File: src/rtl/bkpt_pkg.sv
package bkpt_pkg;
  localparam int NBP        = 4;
  localparam int CTRL_W     = 32;
  localparam int TYPE_LSB   = 16;
  localparam int LEN_LSB    = 18;
  localparam int FLD_STRIDE = 4;
  localparam int SEL_W      = 3;

  localparam logic [SEL_W-1:0] SEL_CTRL = 3'd4;
  localparam logic [SEL_W-1:0] SEL_STAT = 3'd5;

  typedef enum logic [1:0] {
    ACC_FETCH = 2'd0,
    ACC_READ  = 2'd1,
    ACC_WRITE = 2'd2,
    ACC_IO    = 2'd3
  } acc_kind_e;

  typedef enum logic [1:0] {
    BT_EXEC  = 2'b00,
    BT_WRITE = 2'b01,
    BT_IO    = 2'b10,
    BT_RW    = 2'b11
  } bp_type_e;

  // length field code -> bytes (10 is eight, 11 is four)
  function automatic logic [3:0] len_bytes(input logic [1:0] code);
    case (code)
      2'b00:   return 4'd1;
      2'b01:   return 4'd2;
      2'b10:   return 4'd8;
      default: return 4'd4;
    endcase
  endfunction

  function automatic logic [3:0] size_bytes(input logic [1:0] code);
    return 4'd1 << code;
  endfunction

  function automatic logic [CTRL_W-1:0] local_mask();
    logic [CTRL_W-1:0] m;
    m = '0;
    for (int i = 0; i < NBP; i++) m[2*i] = 1'b1;
    return m;
  endfunction
endpackage

File: src/rtl/bkpt_cmp.sv
module bkpt_cmp
  import bkpt_pkg::*;
#(
  parameter int AW = 32
) (
  input  logic          en_local_i,
  input  logic          en_global_i,
  input  logic [1:0]    type_i,
  input  logic [1:0]    len_i,
  input  logic [AW-1:0] base_i,
  input  logic          acc_valid_i,
  input  logic [AW-1:0] acc_addr_i,
  input  logic [1:0]    acc_size_i,
  input  logic [1:0]    acc_kind_i,
  output logic          hit_o
);
  localparam int XW = AW + 1;

  logic [AW-1:0] wlen, wmask, wbase;
  logic [XW-1:0] w_lo, w_hi, a_lo, a_hi;
  logic          overlap, kind_ok;

  always_comb begin
    wlen  = AW'(len_bytes(len_i));
    wmask = ~(wlen - AW'(1));
    wbase = base_i & wmask;
    w_lo  = {1'b0, wbase};
    w_hi  = w_lo + XW'(len_bytes(len_i));
    a_lo  = {1'b0, acc_addr_i};
    a_hi  = a_lo + XW'(size_bytes(acc_size_i));
    overlap = (a_lo < w_hi) && (w_lo < a_hi);
  end

  always_comb begin
    case (bp_type_e'(type_i))
      BT_EXEC:  kind_ok = (acc_kind_i == ACC_FETCH);
      BT_WRITE: kind_ok = (acc_kind_i == ACC_WRITE);
      BT_RW:    kind_ok = (acc_kind_i == ACC_READ) || (acc_kind_i == ACC_WRITE);
      default:  kind_ok = 1'b0;
    endcase
  end

  assign hit_o = acc_valid_i && (en_local_i || en_global_i) && kind_ok && overlap;
endmodule

File: src/rtl/bkpt_regs.sv
module bkpt_regs
  import bkpt_pkg::*;
#(
  parameter int AW = 32
) (
  input  logic                    clk_i,
  input  logic                    rst_ni,
  input  logic                    we_i,
  input  logic [SEL_W-1:0]        sel_i,
  input  logic [AW-1:0]           wdata_i,
  input  logic                    task_sw_i,
  input  logic [NBP-1:0]          hit_i,
  output logic [NBP-1:0][AW-1:0]  addr_o,
  output logic [CTRL_W-1:0]       ctrl_o,
  output logic [NBP-1:0]          status_o,
  output logic [AW-1:0]           rdata_o
);
  localparam logic [CTRL_W-1:0] LMASK = local_mask();

  logic [CTRL_W-1:0] ctrl_d;
  logic [NBP-1:0]    stat_d;

  for (genvar i = 0; i < NBP; i++) begin : g_addr
    always_ff @(posedge clk_i or negedge rst_ni) begin
      if (!rst_ni)                                  addr_o[i] <= '0;
      else if (we_i && sel_i == SEL_W'(i))          addr_o[i] <= wdata_i;
    end
  end

  always_comb begin
    ctrl_d = (we_i && sel_i == SEL_CTRL) ? wdata_i[CTRL_W-1:0] : ctrl_o;
    if (task_sw_i) ctrl_d = ctrl_d & ~LMASK;
    // write wins, but hits of this cycle are never lost
    stat_d = ((we_i && sel_i == SEL_STAT) ? wdata_i[NBP-1:0] : status_o) | hit_i;
  end

  always_ff @(posedge clk_i or negedge rst_ni) begin
    if (!rst_ni) begin
      ctrl_o   <= '0;
      status_o <= '0;
    end else begin
      ctrl_o   <= ctrl_d;
      status_o <= stat_d;
    end
  end

  always_comb begin
    rdata_o = '0;
    if (sel_i < SEL_W'(NBP))    rdata_o = addr_o[sel_i[1:0]];
    else if (sel_i == SEL_CTRL) rdata_o = AW'(ctrl_o);
    else if (sel_i == SEL_STAT) rdata_o = AW'(status_o);
  end
endmodule

File: src/rtl/bkpt_match.sv
module bkpt_match
  import bkpt_pkg::*;
#(
  parameter int AW = 32
) (
  input  logic             clk_i,
  input  logic             rst_ni,
  input  logic             reg_we_i,
  input  logic [SEL_W-1:0] reg_sel_i,
  input  logic [AW-1:0]    reg_wdata_i,
  output logic [AW-1:0]    reg_rdata_o,
  input  logic             task_sw_i,
  input  logic             acc_valid_i,
  input  logic [AW-1:0]    acc_addr_i,
  input  logic [1:0]       acc_size_i,
  input  logic [1:0]       acc_kind_i,
  output logic             trap_o,
  output logic [NBP-1:0]   hit_o
);
  logic [NBP-1:0][AW-1:0] addr_w;
  logic [CTRL_W-1:0]      ctrl_w;
  logic [NBP-1:0]         status_w;
  logic [NBP-1:0]         hit_w;

  bkpt_regs #(.AW(AW)) u_regs (
    .clk_i    (clk_i),
    .rst_ni   (rst_ni),
    .we_i     (reg_we_i),
    .sel_i    (reg_sel_i),
    .wdata_i  (reg_wdata_i),
    .task_sw_i(task_sw_i),
    .hit_i    (hit_w),
    .addr_o   (addr_w),
    .ctrl_o   (ctrl_w),
    .status_o (status_w),
    .rdata_o  (reg_rdata_o)
  );

  for (genvar i = 0; i < NBP; i++) begin : g_cmp
    bkpt_cmp #(.AW(AW)) u_cmp (
      .en_local_i (ctrl_w[2*i]),
      .en_global_i(ctrl_w[2*i+1]),
      .type_i     (ctrl_w[TYPE_LSB + FLD_STRIDE*i +: 2]),
      .len_i      (ctrl_w[LEN_LSB + FLD_STRIDE*i +: 2]),
      .base_i     (addr_w[i]),
      .acc_valid_i(acc_valid_i),
      .acc_addr_i (acc_addr_i),
      .acc_size_i (acc_size_i),
      .acc_kind_i (acc_kind_i),
      .hit_o      (hit_w[i])
    );
  end

  always_ff @(posedge clk_i or negedge rst_ni) begin
    if (!rst_ni) begin
      trap_o <= 1'b0;
      hit_o  <= '0;
    end else begin
      trap_o <= |hit_w;
      hit_o  <= hit_w;
    end
  end
endmodule

File: config.mk
export PLATFORM = sky130hd
export DESIGN_NAME = bkpt_match
export DESIGN_NICKNAME = d
export VERILOG_FILES = /design/src/rtl/bkpt_pkg.sv /design/src/rtl/bkpt_cmp.sv /design/src/rtl/bkpt_regs.sv /design/src/rtl/bkpt_match.sv
export SDC_FILE = /design/constraint.sdc
export NUM_CORES = 1
export LEC_CHECK = 0
export BUFFER_PORTS_ARGS = -buffer_cell sky130_fd_sc_hd__buf_2
export CORE_MARGIN = 2
export CORE_UTILIZATION = 38
export DETAILED_ROUTE_END_ITERATION = 10
export HOLD_SLACK_MARGIN = 0.12
export SKIP_CTS_REPAIR_TIMING = 1
export SLEW_MARGIN = 20
export SYNTH_ARGS = -nofsm -noshare
export SYNTH_HDL_FRONTEND = slang
export SYNTH_SLANG_ARGS = --single-unit
File: constraint.sdc
create_clock -name clk_i -period 5 [get_ports clk_i]
set_input_delay 0.25 -clock clk_i [delete_from_list [all_inputs] [get_ports clk_i]]
set_output_delay 0.25 -clock clk_i [all_outputs]
set_load 0.005 [all_outputs]
**Word level (Yosys, flattened, before mapping)**

Cells that the tools add are included.

- Logic and storage cells: 116
- Bits in registers: 169

- Reductions and logical operators: 39
- Mux-type cells: 16
- Equal/unequal tests: 23
- Bitwise operators: 9
- Shift operators: 1
- Add/sub/neg operators: 9
- Order comparisons: 10

Operators with widths:

| operator | number |
|---|---|
| less-than comparator 32 x 33 -> 1 bit | 8 |
| adder 32 x 4 -> 33 bit | 5 |
| AND 32 bit | 4 |
| two-way mux 32 bit | 4 |
| inverter 32 bit | 4 |
| binary-select mux 32 bit (select 2 bit) | 1 |
| case mux 4 bit (3 select lines) | 4 |
| logical AND 1 bit | 22 |
| subtractor 4 x 1 -> 5 bit (second input constant) | 4 |
| == test 2 x 1 -> 1 bit (second input constant) | 9 |
| == test 2 bit (second input constant) | 9 |
| logical NOT 2 bit | 9 |
| case mux 1 bit (3 select lines) | 4 |
| two-way mux 4 bit | 2 |
| two-way mux 7 bit | 1 |
| == test 3 x 2 -> 1 bit (second input constant) | 2 |
| == test 3 bit (second input constant) | 2 |
| logical OR 1 bit | 5 |
| bitwise OR 4 bit | 1 |
| OR reduction 4 bit | 1 |
| left shift 1 x 2 -> 4 bit (first input constant) | 1 |
| == test 3 x 1 -> 1 bit (second input constant) | 1 |
| logical NOT 3 bit | 1 |
| less-than comparator 2 x 3 -> 1 bit (second input constant) | 1 |
| 2 further kinds | 2 |

**Longest topological paths before layout**

- Depth after elaboration: 10
- Mapped depth: 21
- Depth with buffers taken out: 20

**By module**

A second synthesis with hierarchy kept.

- Cell total of the unflattened synthesis: 2171
- Area total of the unflattened synthesis: 19762.7 um2

By module, submodules not included:

| module | times used | seq. area each (um2) | area each (um2) | cells each |
|---|---|---|---|---|
| bkpt_regs | 1 | 4103.9 | 7464.7 | 520 |
| bkpt_cmp at g_cmp[0].u_cmp ... | 2 | 0.0 | 3004.1 | 408 |
| bkpt_cmp at g_cmp[3].u_cmp | 1 | 0.0 | 3123.0 | 421 |
| bkpt_cmp at g_cmp[2].u_cmp | 1 | 0.0 | 3034.2 | 408 |
| bkpt_match | 1 | 125.1 | 132.6 | 6 |

**Worst setup path before layout**

Ideal clock, no wire load.

- Path type: flip-flop to flip-flop
- Start point: reg u_regs.ctrl_o[19]
- End point: reg trap_o
- Setup slack: 309 ps
- Stages on the path, launching flop included: 21
- Data arrival time: 4626 ps
- Library setup time: 65 ps
- Buffers on the path: 2
- Clock period less this slack: 4691 ps
- Path through: dfrtp_1 clkbuf_1 or2_2 ha_1 mux2_1 a31o_2 maj3_1 and3_1 clkbuf_1 and2_4 nor2b_1 nand3_1 xor2_1 ha_1 a211o_1 a211oi_1 nand3b_1 a2111oi_0 a21oi_1 a2111oi_2 or4_1

- Longest elaborated chain between the ends: 10
- Elaborated cells between the ends (all ways): 13
- Those cells by class: add/sub (2); order compare (2); eq/ne (2); mux (1); bitwise (2); reduce/logical (4)

RTL lines:

| what | RTL line | RTL |
|---|---|---|
| start: declaration | bkpt_regs.sv:14 | `output logic [CTRL_W-1:0] ctrl_o,` |
| start signal: assignment | bkpt_regs.sv:42 | `ctrl_o <= ctrl_d;` |
| == test 2 bit, or another cell as far along | bkpt_pkg.sv:28 | `case (code)` |
| case mux 4 bit (3 select lines) * | bkpt_pkg.sv:28 |  |
| subtractor 4 x 1 -> 5 bit | bkpt_cmp.sv:25 | `wmask = ~(wlen - AW'(1));` |
| inverter 32 bit | bkpt_cmp.sv:25 |  |
| AND 32 bit | bkpt_cmp.sv:26 | `wbase = base_i & wmask;` |
| adder 32 x 4 -> 33 bit | bkpt_cmp.sv:28 | `w_hi = w_lo + XW'(len_bytes(len_i));` |
| less-than comparator 32 x 33 -> 1 bit | bkpt_cmp.sv:31 | `overlap = (a_lo < w_hi) && (w_lo < a_hi);` |
| logical AND 1 bit * | bkpt_cmp.sv:31 |  |
| logical AND 1 bit * | bkpt_cmp.sv:43 | `assign hit_o = acc_valid_i && (en_local_i \|\| en_global_i) && kind_ok && overlap;` |
| net g_cmp[0].u_cmp.hit_o | bkpt_cmp.sv:15 | `output logic hit_o` |
| OR reduction 4 bit * | bkpt_match.sv:59 | `trap_o <= \|hit_w;` |
| end signal: assignment | bkpt_match.sv:59 |  |
| end: declaration | bkpt_match.sv:17 | `output logic trap_o,` |

Mark *: on every way through the listed nets, which the timed path passes. The rest lies on a longest branch.
A chain may end at the register's enable or synchronous reset.

**Worst setup path in the final report**

- Start point: in acc_addr_i[0]
- End point: reg trap_o

- Longest elaborated chain between the ends: 5
- Elaborated cells between the ends (all ways): 18
- Those cells by class: add/sub (1); order compare (8); reduce/logical (9)

RTL lines:

| what | RTL line | RTL |
|---|---|---|
| start: declaration | bkpt_match.sv:14 | `input logic [AW-1:0] acc_addr_i,` |
| adder 32 x 4 -> 33 bit | bkpt_cmp.sv:30 | `a_hi = a_lo + XW'(size_bytes(acc_size_i));` |
| less-than comparator 32 x 33 -> 1 bit | bkpt_cmp.sv:31 |  |
| logical AND 1 bit * | bkpt_cmp.sv:31 |  |
| logical AND 1 bit * | bkpt_cmp.sv:43 |  |
| net g_cmp[0].u_cmp.hit_o | bkpt_cmp.sv:15 |  |
| OR reduction 4 bit * | bkpt_match.sv:59 |  |

Marked as above.

==> flow_summary.ini <==
[timing]
period_needed_ps = 4890
skew_ps = 10.3
hold_violations = 0
hold_slack_ps = 109
tns_ps = 0
slew_headroom_pct = 28.2
maxSlewViolCount = 0
max_slew.worst_pin.slew_ps = 1050
finalSetupViolations = 0
post-route-period-util_pct = 97.7
max_freq_mhz = 205

[synthesis]
synthTopCellsByArea = dfrtp_1 25%, ha_1 19%, mux2_2 7.9%
synth-async-reset-ratio_pct = 100
synth_edf_count = 0
yosys.area.top_type = dfrtp_1
ys_seq_area_share_pct = 24.6
ys.flop_type = dfrtp_1
synth_cells = 1869
synth_top_cell_area_share_pct = 24.6
syn_area_mm2 = 0.0172
synthDistinctLibCells = 81
avgSynthCellArea_um2 = 9.18
ys_ff_latch = 169
synth_nets = 2212
ys_warn_count = 0

[flow_run]
max-cap-violations = 0

[detailed_routing]
vias_per_cell = 5.85
drt-initial-drc-count = 1457
final_antenna_net_count = 0
finalWirelength_um = 67600
num_vias = 15778
wire_per_inst_um = 25.1
route.detailed.drc = 0
drtPass1Iterations = 7

[clock_network]
clk_path_buf_depth = 2
cts_made_buffers = 17
cts_tree = yes
h-tree-depth = 4
clkLatencyLatePin_ps = 480
ctsRootBufferMaster = clkbuf_16
clkTransAtPathRegs_ps = 70
cts.sinks = 169

[floorplanning]
core_area_mm2 = 0.0444
rows = 77
die_h_um = 217
initial_core_util_pct = 38.7
ios = 113
die_area_mm2 = 0.0469
die_width_um = 217

[setup_path]
worst_path_largest_cell_delay_ps = 930
crit_slowest_cell = a2111oi_0
startpoint_type = input port
endpoint_kind = flop
critical_path_class = input port to flop
crit_cells = 21
critPathArrivalTime_ps = 5300
required_ps = 5410
crit_path_cell_trace = buf_2, ha_1, fa_1, a21o_2, a21oi_1, buf_4, or2_2, nor2_1, and4_1, xnor2_1, ha_1, nand3_1, nand2_1, a2111oi_0, buf_4, o21ai_0, nor2_1, a211oi_1, a2111oi_2, buf_4, or4_1
cp_top_family = compound AO/OA/AOI/OAI gates
crit_top_cell = buf_4
rr_worst_depth = 19
cp_max_fo = 5
critPathBufInv = 4

[finish]
synthToLayoutAreaGrowth_pct = 17.9
design_area_mm2 = 0.0202
drive_gt1_share_pct = 22.4
layout.nets = 2433
final_cell_count_no_fill = 2695
diodes = 0

[placed_design]
dpl.cell_count = 2626
dp_hpwl_um = 53200
gp_congestion = 1.03
numPortBuffers = 112
place_area_mm2 = 0.0191

[grt]
grt_pass1_wl_um = 101000
grt_pass1_vias = 15518
grt_max_degree = 69
grt_util_all_layers_pct = 29.0
grt-ovfl-total = 0
antenna_found_initial = 1

[pwr]
p_total_w = 0.00713
ir_drop_mv = 0.286
powerDensity_mw_per_mm2 = 352
total_leakage_power_nw = 9.13

[worst_hold_path]
hold_path_depth = 3
hp-class = input port to flop

[run_status]
outcome = complete, no violations
==> metal layers <==
layer	routed length [um]	GRT usage [%]	part of all wire [%]
met3	4830	4.18	7.1
met4	2630	10.8	3.9
met2	29700	45.1	44
met1	30400	40.7	45
met5	0	0	0
==> state kept, by name (all words and copies together), names as in the netlist <==
name,count
u_regs.status_o,4
hit_o,4
u_regs.ctrl_o,32
trap_o,1
u_regs.addr_o,128
==> per-stage QoR <==
step	util, %	setup slack, ps
2_1_floorplan	-	309
3_3_place_gp	43.0	-49.3
3_5_place_dp	43.0	-124
4_1_cts	44.5	-23.0
5_1_grt	45.6	-21.9
6_report	45.6	113
==> path summary, 6_finish.rpt <==
| path | from | end | slack, ps |
|---|---|---|---|
| worst max-delay path | acc_addr_i[0] | trap_o$_DFF_PN0_ | 110 |
| worst min-delay path | reg_wdata_i[27] | u_regs.addr_o[27]$_DFFE_PN0P_ | 110 |
| max in group asynchronous | rst_ni | u_regs.addr_o[21]$_DFFE_PN0P_ | 3430 |
| worst min register to register | u_regs.ctrl_o[14]$_DFFE_PN0P_ | u_regs.ctrl_o[14]$_DFFE_PN0P_ | 480 |
| worst max register to register | u_regs.ctrl_o[23]$_DFFE_PN0P_ | u_regs.status_o[1]$_DFF_PN0_ | 180 |
| min in group asynchronous | rst_ni | u_regs.ctrl_o[30]$_DFFE_PN0P_ | 380 |
==> tightest hold or removal path: stages <==
cell     delay (ps)
buf_2           150
nand2_1          70
o21ai_0          70
==> logic make-up after synthesis <==
kind of cell	share of synthesized area (%)
AO/OA/AOI/OAI	11.8
XOR/XNOR	8.01
adder cells (fa/ha/maj)	19.7
buffers and inverters	2.77
flip-flops	24.6
multiplexers	12.7
AND/OR/NAND/NOR	20.4
==> cells in the mapped netlist, types with 20 or more instances <==
cell type  number
nor2b_1        20
ha_1          266
xor2_1         89
mux2_2        120
and2_1        122
xnor2_1        68
nand4_1        46
a21o_1         29
a21oi_1        79
and3_1         27
dfrtp_1       169
inv_1          65
nand2_1       234
nor2_1         67
a211oi_1       24
nand3_1        63
clkbuf_1       51
mux4_2         32
o21ai_0        95
==> power by group <==
part / internal [W] / switching [W]
Sequential: 0.00165 / 0.000434
Clock: 0.000862 / 0.000656
Combinational: 0.00161 / 0.00191
Total: 0.00412 / 0.00300
==> layout make-up <==
cell class	count	area, um2
clock buffers	18	439
fillers	4272	24200
inverters	65	244
well taps	592	741
flip-flops and latches	169	4230
repair buffers	261	1770
clock inverters	14	204
multi-input cells	1576	12600
==> placed cells by master, fill, tap and decap left out, drive strengths merged, types with 30 or more instances in the layout <==
master,Yosys,routed
a21o,30,30
a21oi,79,79
and2,123,123
buf,8,232
dfrtp,169,169
ha,266,266
inv,65,72
mux2,122,122
mux4,32,32
nand2,234,234
nand3,63,63
nand4,46,46
nor2,68,68
o21ai,95,95
xnor2,68,68
xor2,89,89
(Power assumes the default switching activity.)
